==> src/rtl/fixel_unpack_pkg.sv <==
package fixel_unpack_pkg;

    localparam int GRID      = 76;
    localparam int BLK_W     = 2;
    localparam int BLK_H     = 4;
    localparam int MARK      = 8;
    localparam int LOGO_LO   = 32;
    localparam int LOGO_SZ   = 12;
    localparam int BYTE_BITS = BLK_W * BLK_H;
    localparam int BLK_COLS  = GRID / BLK_W;
    localparam int BANDS     = GRID / BLK_H;
    localparam int PAYLOAD   = BLK_COLS * BANDS
                             - 4 * (MARK / BLK_W) * (MARK / BLK_H)
                             - (LOGO_SZ / BLK_W) * (LOGO_SZ / BLK_H);
    localparam int ROW_CW    = $clog2(GRID + 1);
    localparam int SUB_W     = $clog2(BLK_H);
    localparam int BAND_W    = $clog2(BANDS);
    localparam int COL_W     = $clog2(BLK_COLS);
    localparam int IDX_W     = $clog2(PAYLOAD);

    typedef logic [GRID-1:0]      row_t;
    typedef row_t [BLK_H-1:0]     band_t;
    typedef logic [BYTE_BITS-1:0] byte_t;

    typedef struct packed {
        logic  valid;
        byte_t data;
    } blk_t;

    // True when the block's top-left fixel sits in a corner marker or the logo
    function automatic logic is_excluded(input logic [BAND_W-1:0] band,
                                         input logic [COL_W-1:0]  col);
        int r0, c0;
        logic edge_r, edge_c, logo;
        r0     = int'(band) * BLK_H;
        c0     = int'(col) * BLK_W;
        edge_r = (r0 < MARK) || (r0 >= GRID - MARK);
        edge_c = (c0 < MARK) || (c0 >= GRID - MARK);
        logo   = (r0 >= LOGO_LO) && (r0 < LOGO_LO + LOGO_SZ) &&
                 (c0 >= LOGO_LO) && (c0 < LOGO_LO + LOGO_SZ);
        return (edge_r && edge_c) || logo;
    endfunction

    // Column-major gather: walk down the left column, then the right one
    function automatic byte_t pack_block(input band_t b,
                                         input logic [COL_W-1:0] col);
        byte_t v;
        for (int k = 0; k < BYTE_BITS; k++)
            v[k] = b[k % BLK_H][int'(col) * BLK_W + k / BLK_H];
        return v;
    endfunction

endpackage

==> src/rtl/fixel_band_buf.sv <==
module fixel_band_buf
    import fixel_unpack_pkg::*;
(
    input  logic              clk,
    input  logic              rst,
    input  logic              start_of_code,
    input  logic              row_valid,
    input  row_t              row_data,
    output band_t             band_q,
    output logic              band_valid,
    output logic [BAND_W-1:0] band_idx,
    output logic              row_error
);

    row_t              hold [BLK_H];
    logic [ROW_CW-1:0] row_cnt;
    logic [ROW_CW-1:0] cnt_eff;
    logic              take;
    logic              last_of_band;

    always_comb begin
        cnt_eff      = start_of_code ? '0 : row_cnt;
        take         = row_valid && (int'(cnt_eff) < GRID);
        last_of_band = (cnt_eff[SUB_W-1:0] == SUB_W'(BLK_H - 1));
    end

    always_ff @(posedge clk) begin
        if (rst) begin
            row_cnt    <= '0;
            band_valid <= 1'b0;
            band_idx   <= '0;
            band_q     <= '0;
            row_error  <= 1'b0;
        end else begin
            band_valid <= 1'b0;
            row_cnt    <= cnt_eff;
            if (start_of_code)
                row_error <= 1'b0;
            if (take) begin
                row_cnt <= cnt_eff + 1'b1;
                if (last_of_band) begin
                    for (int i = 0; i < BLK_H - 1; i++)
                        band_q[i] <= hold[i];
                    band_q[BLK_H-1] <= row_data;
                    band_valid      <= 1'b1;
                    band_idx        <= BAND_W'(cnt_eff >> SUB_W);
                end
            end else if (row_valid) begin
                row_error <= 1'b1;
            end
        end
    end

    always_ff @(posedge clk) begin
        if (take && !last_of_band)
            hold[cnt_eff[SUB_W-1:0]] <= row_data;
    end

    a_r6_cnt_bound: assert property (@(posedge clk) disable iff (rst)
        int'(row_cnt) <= GRID);

    a_r6_err_sticky: assert property (@(posedge clk) disable iff (rst)
        row_error && !start_of_code |=> row_error);

    a_r6_err_set: assert property (@(posedge clk) disable iff (rst)
        row_valid && !start_of_code && int'(row_cnt) == GRID |=> row_error);

endmodule

==> src/rtl/fixel_block_scan.sv <==
module fixel_block_scan
    import fixel_unpack_pkg::*;
(
    input  logic              clk,
    input  logic              rst,
    input  logic              abort,
    input  logic              band_valid,
    input  logic [BAND_W-1:0] band_idx,
    input  band_t             band_q,
    output blk_t              blk
);

    logic              busy;
    logic [COL_W-1:0]  col;
    logic [BAND_W-1:0] band;

    always_ff @(posedge clk) begin
        if (rst || abort) begin
            busy <= 1'b0;
            col  <= '0;
            band <= '0;
        end else if (band_valid) begin
            busy <= 1'b1;
            col  <= '0;
            band <= band_idx;
        end else if (busy) begin
            if (int'(col) == BLK_COLS - 1)
                busy <= 1'b0;
            else
                col <= col + 1'b1;
        end
    end

    always_comb begin
        blk.valid = busy && !is_excluded(band, col);
        blk.data  = pack_block(band_q, col);
    end

    // Input rule: a new band may only land once the previous scan is over
    a_r8_band_spacing: assert property (@(posedge clk) disable iff (rst || abort)
        band_valid |-> !busy);

    a_r3_col_bound: assert property (@(posedge clk) disable iff (rst)
        busy |-> int'(col) < BLK_COLS);

endmodule

==> src/rtl/fixel_code_unpacker.sv <==
module fixel_code_unpacker
    import fixel_unpack_pkg::*;
#(
    parameter int SPECIAL_PERIOD = 44
) (
    input  logic             clk,
    input  logic             rst,
    input  logic             start_of_code,
    input  logic             row_valid,
    input  logic [GRID-1:0]  row_data,
    output logic             out_valid,
    output logic [7:0]       out_byte,
    output logic [IDX_W-1:0] out_index,
    output logic             out_special,
    output logic             code_done,
    output logic             row_error
);

    localparam int SEQ_W = (SPECIAL_PERIOD > 1) ? $clog2(SPECIAL_PERIOD) : 1;

    band_t             band_q;
    logic              band_valid;
    logic [BAND_W-1:0] band_idx;
    blk_t              blk;
    logic [IDX_W-1:0]  nxt_idx;
    logic [SEQ_W-1:0]  seq;
    logic              last_out;

    fixel_band_buf u_band (
        .clk           (clk),
        .rst           (rst),
        .start_of_code (start_of_code),
        .row_valid     (row_valid),
        .row_data      (row_data),
        .band_q        (band_q),
        .band_valid    (band_valid),
        .band_idx      (band_idx),
        .row_error     (row_error)
    );

    fixel_block_scan u_scan (
        .clk        (clk),
        .rst        (rst),
        .abort      (start_of_code),
        .band_valid (band_valid),
        .band_idx   (band_idx),
        .band_q     (band_q),
        .blk        (blk)
    );

    assign last_out = out_valid && (int'(out_index) == PAYLOAD - 1);

    always_ff @(posedge clk) begin
        if (rst) begin
            out_valid   <= 1'b0;
            out_byte    <= '0;
            out_index   <= '0;
            out_special <= 1'b0;
            code_done   <= 1'b0;
            nxt_idx     <= '0;
            seq         <= '0;
        end else begin
            out_valid <= 1'b0;
            code_done <= 1'b0;
            if (start_of_code) begin
                nxt_idx <= '0;
            end else if (blk.valid) begin
                out_valid   <= 1'b1;
                out_byte    <= blk.data;
                out_index   <= nxt_idx;
                out_special <= (seq == '0);
                nxt_idx     <= nxt_idx + 1'b1;
            end
            if (last_out) begin
                code_done <= 1'b1;
                seq       <= (int'(seq) == SPECIAL_PERIOD - 1) ? '0 : seq + 1'b1;
            end
        end
    end

    a_r4_done_single: assert property (@(posedge clk) disable iff (rst)
        code_done |=> !code_done);

    a_r4_done_after_last: assert property (@(posedge clk) disable iff (rst)
        code_done |-> $past(out_valid) && int'($past(out_index)) == PAYLOAD - 1);

    a_r8_index_range: assert property (@(posedge clk) disable iff (rst)
        out_valid |-> int'(out_index) < PAYLOAD);

    a_r3_index_step: assert property (@(posedge clk) disable iff (rst)
        out_valid && $past(out_valid) |-> out_index == $past(out_index) + 1'b1);

    a_r5_special_steady: assert property (@(posedge clk) disable iff (rst)
        out_valid && $past(out_valid) |-> out_special == $past(out_special));

endmodule

==> config.mk <==
export PLATFORM = sky130hd
export DESIGN_NAME = fixel_code_unpacker
export DESIGN_NICKNAME = d
export VERILOG_FILES = /design/src/rtl/fixel_unpack_pkg.sv /design/src/rtl/fixel_band_buf.sv /design/src/rtl/fixel_block_scan.sv /design/src/rtl/fixel_code_unpacker.sv
export SDC_FILE = /design/constraint.sdc
export NUM_CORES = 1
export LEC_CHECK = 0
export BUFFER_PORTS_ARGS = -buffer_cell sky130_fd_sc_hd__buf_2
export CAP_MARGIN = 20
export CORE_MARGIN = 5
export CORE_UTILIZATION = 40
export DETAILED_ROUTE_END_ITERATION = 6
export PLACE_DENSITY = 0.63
export SLEW_MARGIN = 0
export SYNTH_ARGS = -nofsm -noshare
export SYNTH_HDL_FRONTEND = slang
export SYNTH_SLANG_ARGS = --single-unit
==> constraint.sdc <==
create_clock -name clk -period 4.4 [get_ports clk]
set_input_delay 1.32 -clock clk [delete_from_list [all_inputs] [get_ports clk]]
set_output_delay 1.32 -clock clk [all_outputs]
set_load 0.02 [all_outputs]
==> impl_results.md, run 1 <==
* Library cell used as clock root buffer: sky130_fd_sc_hd__clkbuf_16
* First-pass GRT wire length at 85400 µm
* Post-route cell area at between 20000 and 30000 µm²
* Height of the die at ~250 µm
* Max FO, Critical Path at 53
* Number of standard-cell rows in the floorplan at 87
* Vias in the first global route at 14757
* GRT Residual Overflow at 0
* Pin count of the biggest net entering global routing at about 140
* Max-cap violation count at 0
* Standard cell core area at 56100 µm²
* Final-layout setup total negative slack at 0 ps
* Clk Latency, worst-skew pair at roughly 630 ps
* Wire length per cell at between 15 and 20 µm
* Global placement routability congestion at just over 0.8
* Vias post-DR at 15270
* Htree depth at 2
* Global-route usage over all layers at roughly 18%
* Violation count after the first detailed-route iteration at 1211
* Peak ir drop on the vdd network at 0.296 mV
* Post-synthesis cell type count at 56
* Leak pwr at 8.46 nW
* Main synth FF type: sky130_fd_sc_hd__dfxtp_1
* Area Overhead vs Synth at 14.2%
* # Post-CTS Setup Buffers at 0
* Maximum count of clock buffers along a single path at 3
* Final-layout worst hold slack at roughly 450 ps
* Number of enable-type register cells in the synthesized netlist at 228
* Power per cell area at 431 nW/µm²
* Total nets after synthesis at 2178
* Syn Inst Count at 2089
* Mapped Area at 22500 µm²
* Die area at ~61000 µm²
* Type of element capturing the critical path: flop
* Fill count at 5109
* Pins over their slew limit at 0
* Maximum frequency from static timing analysis at 333 MHz
* Unrepaired setup endpoints after global routing: no
* Most common library cell in the layout ignoring fill and taps: sky130_fd_sc_hd__nand2_1
* Post-placement cell area at 23700 µm²
* Post-route fraction of the period consumed by the critical path at about two thirds
* Number of buffer cells added on primary ports at 101
* Critical path class: reg -> reg
* Final number of setup-violating endpoints at 0
* Mean post-synth cell area at 10.8 µm²
* TritonCTS clock tree: yes
* Number of I/O pins at 102
* Share of synthesized registers carrying an async set or reset at 0%
* Slew at the pin closest to its max-slew limit at 970 ps
* Highest-count cells in the layout ignoring fill and taps: sky130_fd_sc_hd__nand2_1 (625), sky130_fd_sc_hd__dfxtp_1 (365), sky130_fd_sc_hd__a21oi_1 (319)
* Horizontal extent of the die at 247 µm
* Count of nets after finishing at between 2000 and 2500
* Initial cell density of the core at 40.1%
* Worst Clk Skew at between 20 and 25 ps
* Post_cts resized at 0
* Total of hold buffers inserted after clock tree synthesis at 0
* Count of nets left with antenna violations after detail routing at 0
* CP Launch Type: flop
* FF/Latch Area at 14200 µm²
* Path category of the worst min-delay check: reg -> reg
* Clock transition at the registers of the reported paths at 60 ps
* Area of the multi-input gates at 7590 µm²
* Number of CTS-inserted buffers at 59
* Data required time at the worst endpoint at 4890 ps
* Number of warnings issued by yosys at 0
* Detailed-route vias per instance at 5.19
* Arrival @ worst endpoint at about 3500 ps
* Tightest slew margin relative to the limit at a little over a third
* Time the worst path needs with I/O delays and setup at around 3000 ps
* Antenna violations before repair at 2
* Flip-flop and latch count after synthesis at about 600
* Share of post-route cells with drive strength above 1 at ~15%
* Outcome: complete, no violations
* Number of sinks handled by clock tree synthesis at between 500 and 600
* Number of optimization iterations in the first detailed-route pass at 5
* Post-DP HPWL at about 34000 µm
* Share of synthesized area occupied by flip-flops and latches at between 60% and 70%
* Total wirelength of the detailed-routed design at ~54000 µm
* Number of remaining DRC errors at 0
* Number of hold violations in the final report at 0
==> flip-flops by register name, indices dropped and copies added (netlist names) <==
name / cells
u_band.row_error: 1
u_scan.col: 6
code_done: 1
u_band.hold: 228
out_valid: 1
seq: 6
u_band.row_cnt: 7
nxt_idx: 10
u_band.band_valid: 1
u_scan.band: 5
out_special: 1
u_scan.busy: 1
u_band.band_q: 304
u_band.band_idx: 5
out_byte: 8
out_index: 10
==> routing by layer <==
metal  track usage [%]  routed length [µm]  vias to the layer above
met4              5.02                1320                        2
met2              28.1               25400                      344
met3              3.44                3020                       77
met5                 0                   7                        -
li1                  -                   -                     7341
met1              24.8               24600                     7506
==> per-stage QoR <==
step	power, mW	cells	setup WS (ps)	util, %
5_1_grt	11.4	2939	1220	45.8
2_1_floorplan	6.02	2089	163	-
6_report	11.1	2940	1400	45.8
4_1_cts	11.2	2939	1350	45.8
3_5_place_dp	6.15	2828	825	42.3
3_3_place_gp	6.15	2828	969	42.3
==> cell usage after synthesis (7+ instances only) <==
cell type / n / area [µm²]
sky130_fd_sc_hd__nand2_1: 625 / 2350
sky130_fd_sc_hd__dfxtp_1: 367 / 7350
sky130_fd_sc_hd__a21oi_1: 319 / 1600
sky130_fd_sc_hd__edfxtp_1: 228 / 6850
sky130_fd_sc_hd__buf_2: 72 / 360
sky130_fd_sc_hd__clkbuf_1: 64 / 240
sky130_fd_sc_hd__mux2_2: 62 / 698
sky130_fd_sc_hd__nor2_1: 57 / 214
sky130_fd_sc_hd__mux4_2: 42 / 946
sky130_fd_sc_hd__o22ai_1: 24 / 150
sky130_fd_sc_hd__nor3_1: 21 / 105
sky130_fd_sc_hd__mux2i_1: 20 / 200
sky130_fd_sc_hd__nor2b_1: 19 / 119
sky130_fd_sc_hd__a22oi_1: 14 / 105
sky130_fd_sc_hd__o21ai_0: 13 / 65.1
sky130_fd_sc_hd__xor2_1: 12 / 105
sky130_fd_sc_hd__inv_1: 11 / 41.3
sky130_fd_sc_hd__ha_1: 9 / 113
sky130_fd_sc_hd__nor4_1: 9 / 56.3
sky130_fd_sc_hd__a211oi_1: 8 / 60.1
sky130_fd_sc_hd__a32oi_1: 8 / 70.1
sky130_fd_sc_hd__xnor2_1: 8 / 70.1
sky130_fd_sc_hd__nand3_1: 7 / 35.0
==> path summary, 6_finish.rpt <==
check | start | endpoint | slack (ps) | depth (start not counted)
worst max-delay path | u_scan.col[1] | out_byte[7] | 1400 | 6
worst min-delay path | u_band.band_q[156] | u_band.band_q[156] | 450 | 2
worst max register to register | u_scan.col[1] | out_byte[7] | 1400 | 6
worst min register to register | u_band.band_q[156] | u_band.band_q[156] | 450 | 2
==> final cells by class <==
cell class | count | area share (%)
inverter | 11 | 0.161
sequential | 595 | 55.3
tap | 756 | 3.68
multi-input combinational | 1336 | 29.5
timing repair buffer | 130 | 3.63
clock inverter | 22 | 1.05
clock buffer | 89 | 6.62
antenna | 1 | 0.00974
==> logic make-up (layout without fill, tap and decap cells) <==
kind of cell / after synthesis / after routing / share of synthesized area [%]
adder cells (fa/ha/maj): 9 / 9 / 0.501
buffers and inverters: 158 / 252 / 3.21
flip-flops: 595 / 595 / 63.1
XOR/XNOR: 20 / 20 / 0.779
multiplexers: 124 / 124 / 8.20
AO/OA/AOI/OAI: 414 / 414 / 10.4
other: 0 / 1 / 0
AND/OR/NAND/NOR: 769 / 769 / 13.8
==> power by group <==
| group | total [mW] | switching, mW | internal, mW |
|---|---|---|---|
| clock | 5.05 | 2.09 | 2.96 |
| combinational | 0.217 | 0.168 | 0.0492 |
| sequential | 5.81 | 0.0173 | 5.79 |
| total | 11.1 | 2.28 | 8.80 |
==> critical path: stages, from the launching register on <==
cell	delay, ps
sky130_fd_sc_hd__dfxtp_4	960
sky130_fd_sc_hd__buf_4	450
sky130_fd_sc_hd__mux2_2	370
sky130_fd_sc_hd__o21ai_0	290
sky130_fd_sc_hd__nor3_1	150
sky130_fd_sc_hd__nor4_1	510
sky130_fd_sc_hd__nor3_1	110
Power figures use the tool's default switching activity.
==> inputs of run 2 (changes only) <==
- PLACE_DENSITY: 0.63 -> 0.61
- clock period: 4.4 -> 3.1 ns (I/O delays scaled with it)
==> run 2 against run 1 <==
Clock power grew 43%. Design area grew 0.94%. Sequential share of layout area shrank 0.51 points. Critical path type unchanged. Highest routed layer is now met4.
==> impl_results.md, run 2 (synthesized netlist as in run 1, its figures left out) <==
* Switching component of the power at 3.30 mW (was 2.28 mW)
* Clock transition at the registers of the reported paths at 60 ps (about the same)
* Post-DP HPWL at 35500 µm (was 34300 µm)
* Register ranked first by flip-flop count: u_band.band_q (unchanged)
* Flop-to-flop setup slack at 450 ps (was 1400 ps)
* Max-cap violation count at 0 (unchanged)
* Number of I/O pins at 102 (unchanged)
* Standard cell core area at 56100 µm² (unchanged)
* Slew at the pin closest to its max-slew limit at 904 ps (was 970 ps)
* Tightest slew margin relative to the limit at 39.3% (was 35.3%)
* Type of element capturing the critical path: flop (unchanged)
* Endpoint of the lowest-slack register-to-register path: out_byte[5] (was out_byte[7])
* Detailed-route vias per instance at 5.17 (was 5.19)
* CP Capture Point: out_byte[5] (was out_byte[7])
* CP Buf/Inv Count at 0 (was 1)
* Pins over their slew limit at 0 (unchanged)
* GRT Residual Overflow at 0 (unchanged)
* Total wirelength of the detailed-routed design at 54700 µm (was 54400 µm)
* Maximum count of clock buffers along a single path at 3 (unchanged)
* Number of remaining DRC errors at 0 (unchanged)
* # Post-CTS Setup Buffers at 0 (unchanged)
* Crit path max-delay family: flip-flops (unchanged)
* Post-placement cell area at 23900 µm² (was 23700 µm²)
* Antenna violations before repair at 0 (was 2)
* Leak pwr at 8.60 nW (was 8.46 nW)
* Violation count after the first detailed-route iteration at 1159 (was 1211)
* TritonCTS clock tree: yes (unchanged)
* Reg2reg start: u_scan.col[0] (was u_scan.col[1])
* Number of buffer cells added on primary ports at 101 (unchanged)
* Sw Share at 20.9% (was 20.5%)
* Count of nets left with antenna violations after detail routing at 0 (unchanged)
* Count of antenna diodes in the layout at 0 (was 1)
* Worst path slowest cell: sky130_fd_sc_hd__dfxtp_4 (unchanged)
* Die area at 61100 µm² (unchanged)
* Data required time at the worst endpoint at 3590 ps (was 4890 ps)
* Unrepaired setup endpoints after global routing: no (unchanged)
* Maximum frequency from static timing analysis at 377 MHz (was 333 MHz)
* Worst Clk Skew at 12.6 ps (was 23.0 ps)
* Number of hold violations in the final report at 0 (unchanged)
* Global-route usage over all layers at 17.6% (was 17.7%)
* CP Launch Type: flop (unchanged)
* Area Overhead vs Synth at 15.3% (was 14.2%)
* Internal power of the cells at 12.5 mW (was 8.80 mW)
* Library cell used as clock root buffer: sky130_fd_sc_hd__clkbuf_16 (unchanged)
* Max FO, Critical Path at 29 (was 53)
* R2R cell count at 5 (was 6)
* Number of sinks handled by clock tree synthesis at 595 (unchanged)
* Share of post-route cells with drive strength above 1 at 16.3% (was 15.5%)
* Proportion of power drawn by flip-flops and latches at 52.3% (was 52.4%)
* Vias in the first global route at 14745 (was 14757)
* Path category of the worst min-delay check: reg -> reg (unchanged)
* Clk Latency, worst-skew pair at 630 ps (about the same)
* Initial cell density of the core at 40.1% (unchanged)
* Vias post-DR at 15336 (was 15270)
* Number of optimization iterations in the first detailed-route pass at 5 (unchanged)
* Post-route fraction of the period consumed by the critical path at 85.6% (was 68.2%)
* Number of standard-cell rows in the floorplan at 87 (unchanged)
* Critical path's largest stage delay at 770 ps (was 960 ps)
* Critical path class: reg -> reg (unchanged)
* Logic pwr share at 2.0% (about the same)
* Count of nets after finishing at 2246 (was 2222)
* Count of cell instances traversed by the critical path at 5 (was 6)
* Fill count at 5109 (unchanged)
* Highest-count cells in the layout ignoring fill and taps: sky130_fd_sc_hd__nand2_1 (625), sky130_fd_sc_hd__dfxtp_1 (365), sky130_fd_sc_hd__a21oi_1 (319) (unchanged)
* Arrival @ worst endpoint at 3140 ps (was 3490 ps)
* Most common library cell in the layout ignoring fill and taps: sky130_fd_sc_hd__nand2_1 (unchanged)
* Number of CTS-inserted buffers at 61 (was 59)
* Outcome: complete, no violations (unchanged)
* First-pass GRT wire length at 84700 µm (was 85400 µm)
* Power per cell area at 608 nW/µm² (was 431 nW/µm²)
* Part of the power in the clock network at 45.7% (was 45.6%)
* Critical Path Source: u_scan.col[0] (was u_scan.col[1])
* Crit path cell chain: mux4_2 > a22oi_1 > a21oi_1 > nor4_1 > nor3_1 (was buf_4 > mux2_2 > o21ai_0 > nor3_1 > nor4_1 > nor3_1)
* Total of hold buffers inserted after clock tree synthesis at 0 (unchanged)
* Wire length per cell at 18.4 µm (was 18.5 µm)
* Pin count of the biggest net entering global routing at 136 (was 141)
* Height of the die at 247 µm (unchanged)
* Final-layout setup total negative slack at 0 ps (unchanged)
* Horizontal extent of the die at 247 µm (unchanged)
* Htree depth at 2 (unchanged)
* Final number of setup-violating endpoints at 0 (unchanged)
* Time the worst path needs with I/O delays and setup at 2650 ps (was 3000 ps)
* Global placement routability congestion at 0.817 (was 0.821)
* Post_cts resized at 0 (unchanged)
* Peak ir drop on the vdd network at 0.454 mV (was 0.296 mV)
* Post-route cell area at 25900 µm² (was 25700 µm²)
* Number of flip-flops under the largest register name at 304 (unchanged)
[run 2: how the worst min path moves through the flow]
stage | start | end | cells past startpoint | slack [ps]
after CTS | u_band.band_q[12] | u_band.band_q[12] | 2 | 450
after global placement | u_band.band_q[4] | u_band.band_q[4] | 2 | 440
final | u_band.band_q[12] | u_band.band_q[12] | 2 | 450
after global routing | u_band.band_q[12] | u_band.band_q[12] | 2 | 470
after detailed placement | u_band.band_q[12] | u_band.band_q[12] | 2 | 440
after floorplan | u_band.band_idx[3] | u_band.band_idx[3] | 2 | 430
[run 2: metrics by stage]
stage,total power [mW],hold slack (ps),setup WS [ps],instances,util (%)
after floorplan,8.54,432,90.8,2089,-
after global placement,8.72,438,454,2850,42.7
after detailed placement,8.73,444,421,2850,42.7
after CTS,15.9,452,502,2966,46.2
after global routing,16.3,469,380,2966,46.2
final,15.8,449,446,2966,46.2
[run 2: power by group through the flow]
stage	sequential (mW)	clock [mW]	combinational, mW
3_5_place_dp	8.42	0	0.312
4_1_cts	8.25	7.36	0.313
5_1_grt	8.25	7.69	0.334
6_report	8.25	7.21	0.308
3_3_place_gp	8.42	0	0.307
2_1_floorplan	8.42	0	0.119
[run 2: layer usage]
| metal | track usage [%] | wire (µm) |
|---|---|---|
| met2 | 28.5 | 25700 |
| met5 | 0 | 0 |
| met4 | 4.81 | 1310 |
| met1 | 24.3 | 24700 |
| met3 | 3.27 | 2910 |
[run 2: final cells by class]
class,instances,area [µm²],area share (%)
sequential,595,14200,54.8
multi-input combinational,1336,7590,29.3
clock buffer,89,1710,6.61
timing repair buffer,152,1170,4.53
tap,756,946,3.65
clock inverter,27,259,0.999
inverter,11,41.3,0.159
[run 2: worst register-to-register path: stages (launching register included)]
cell and delay (ps):
sky130_fd_sc_hd__dfxtp_4 770, sky130_fd_sc_hd__mux4_2 640, sky130_fd_sc_hd__a22oi_1 360, sky130_fd_sc_hd__a21oi_1 190, sky130_fd_sc_hd__nor4_1 470, sky130_fd_sc_hd__nor3_1 90
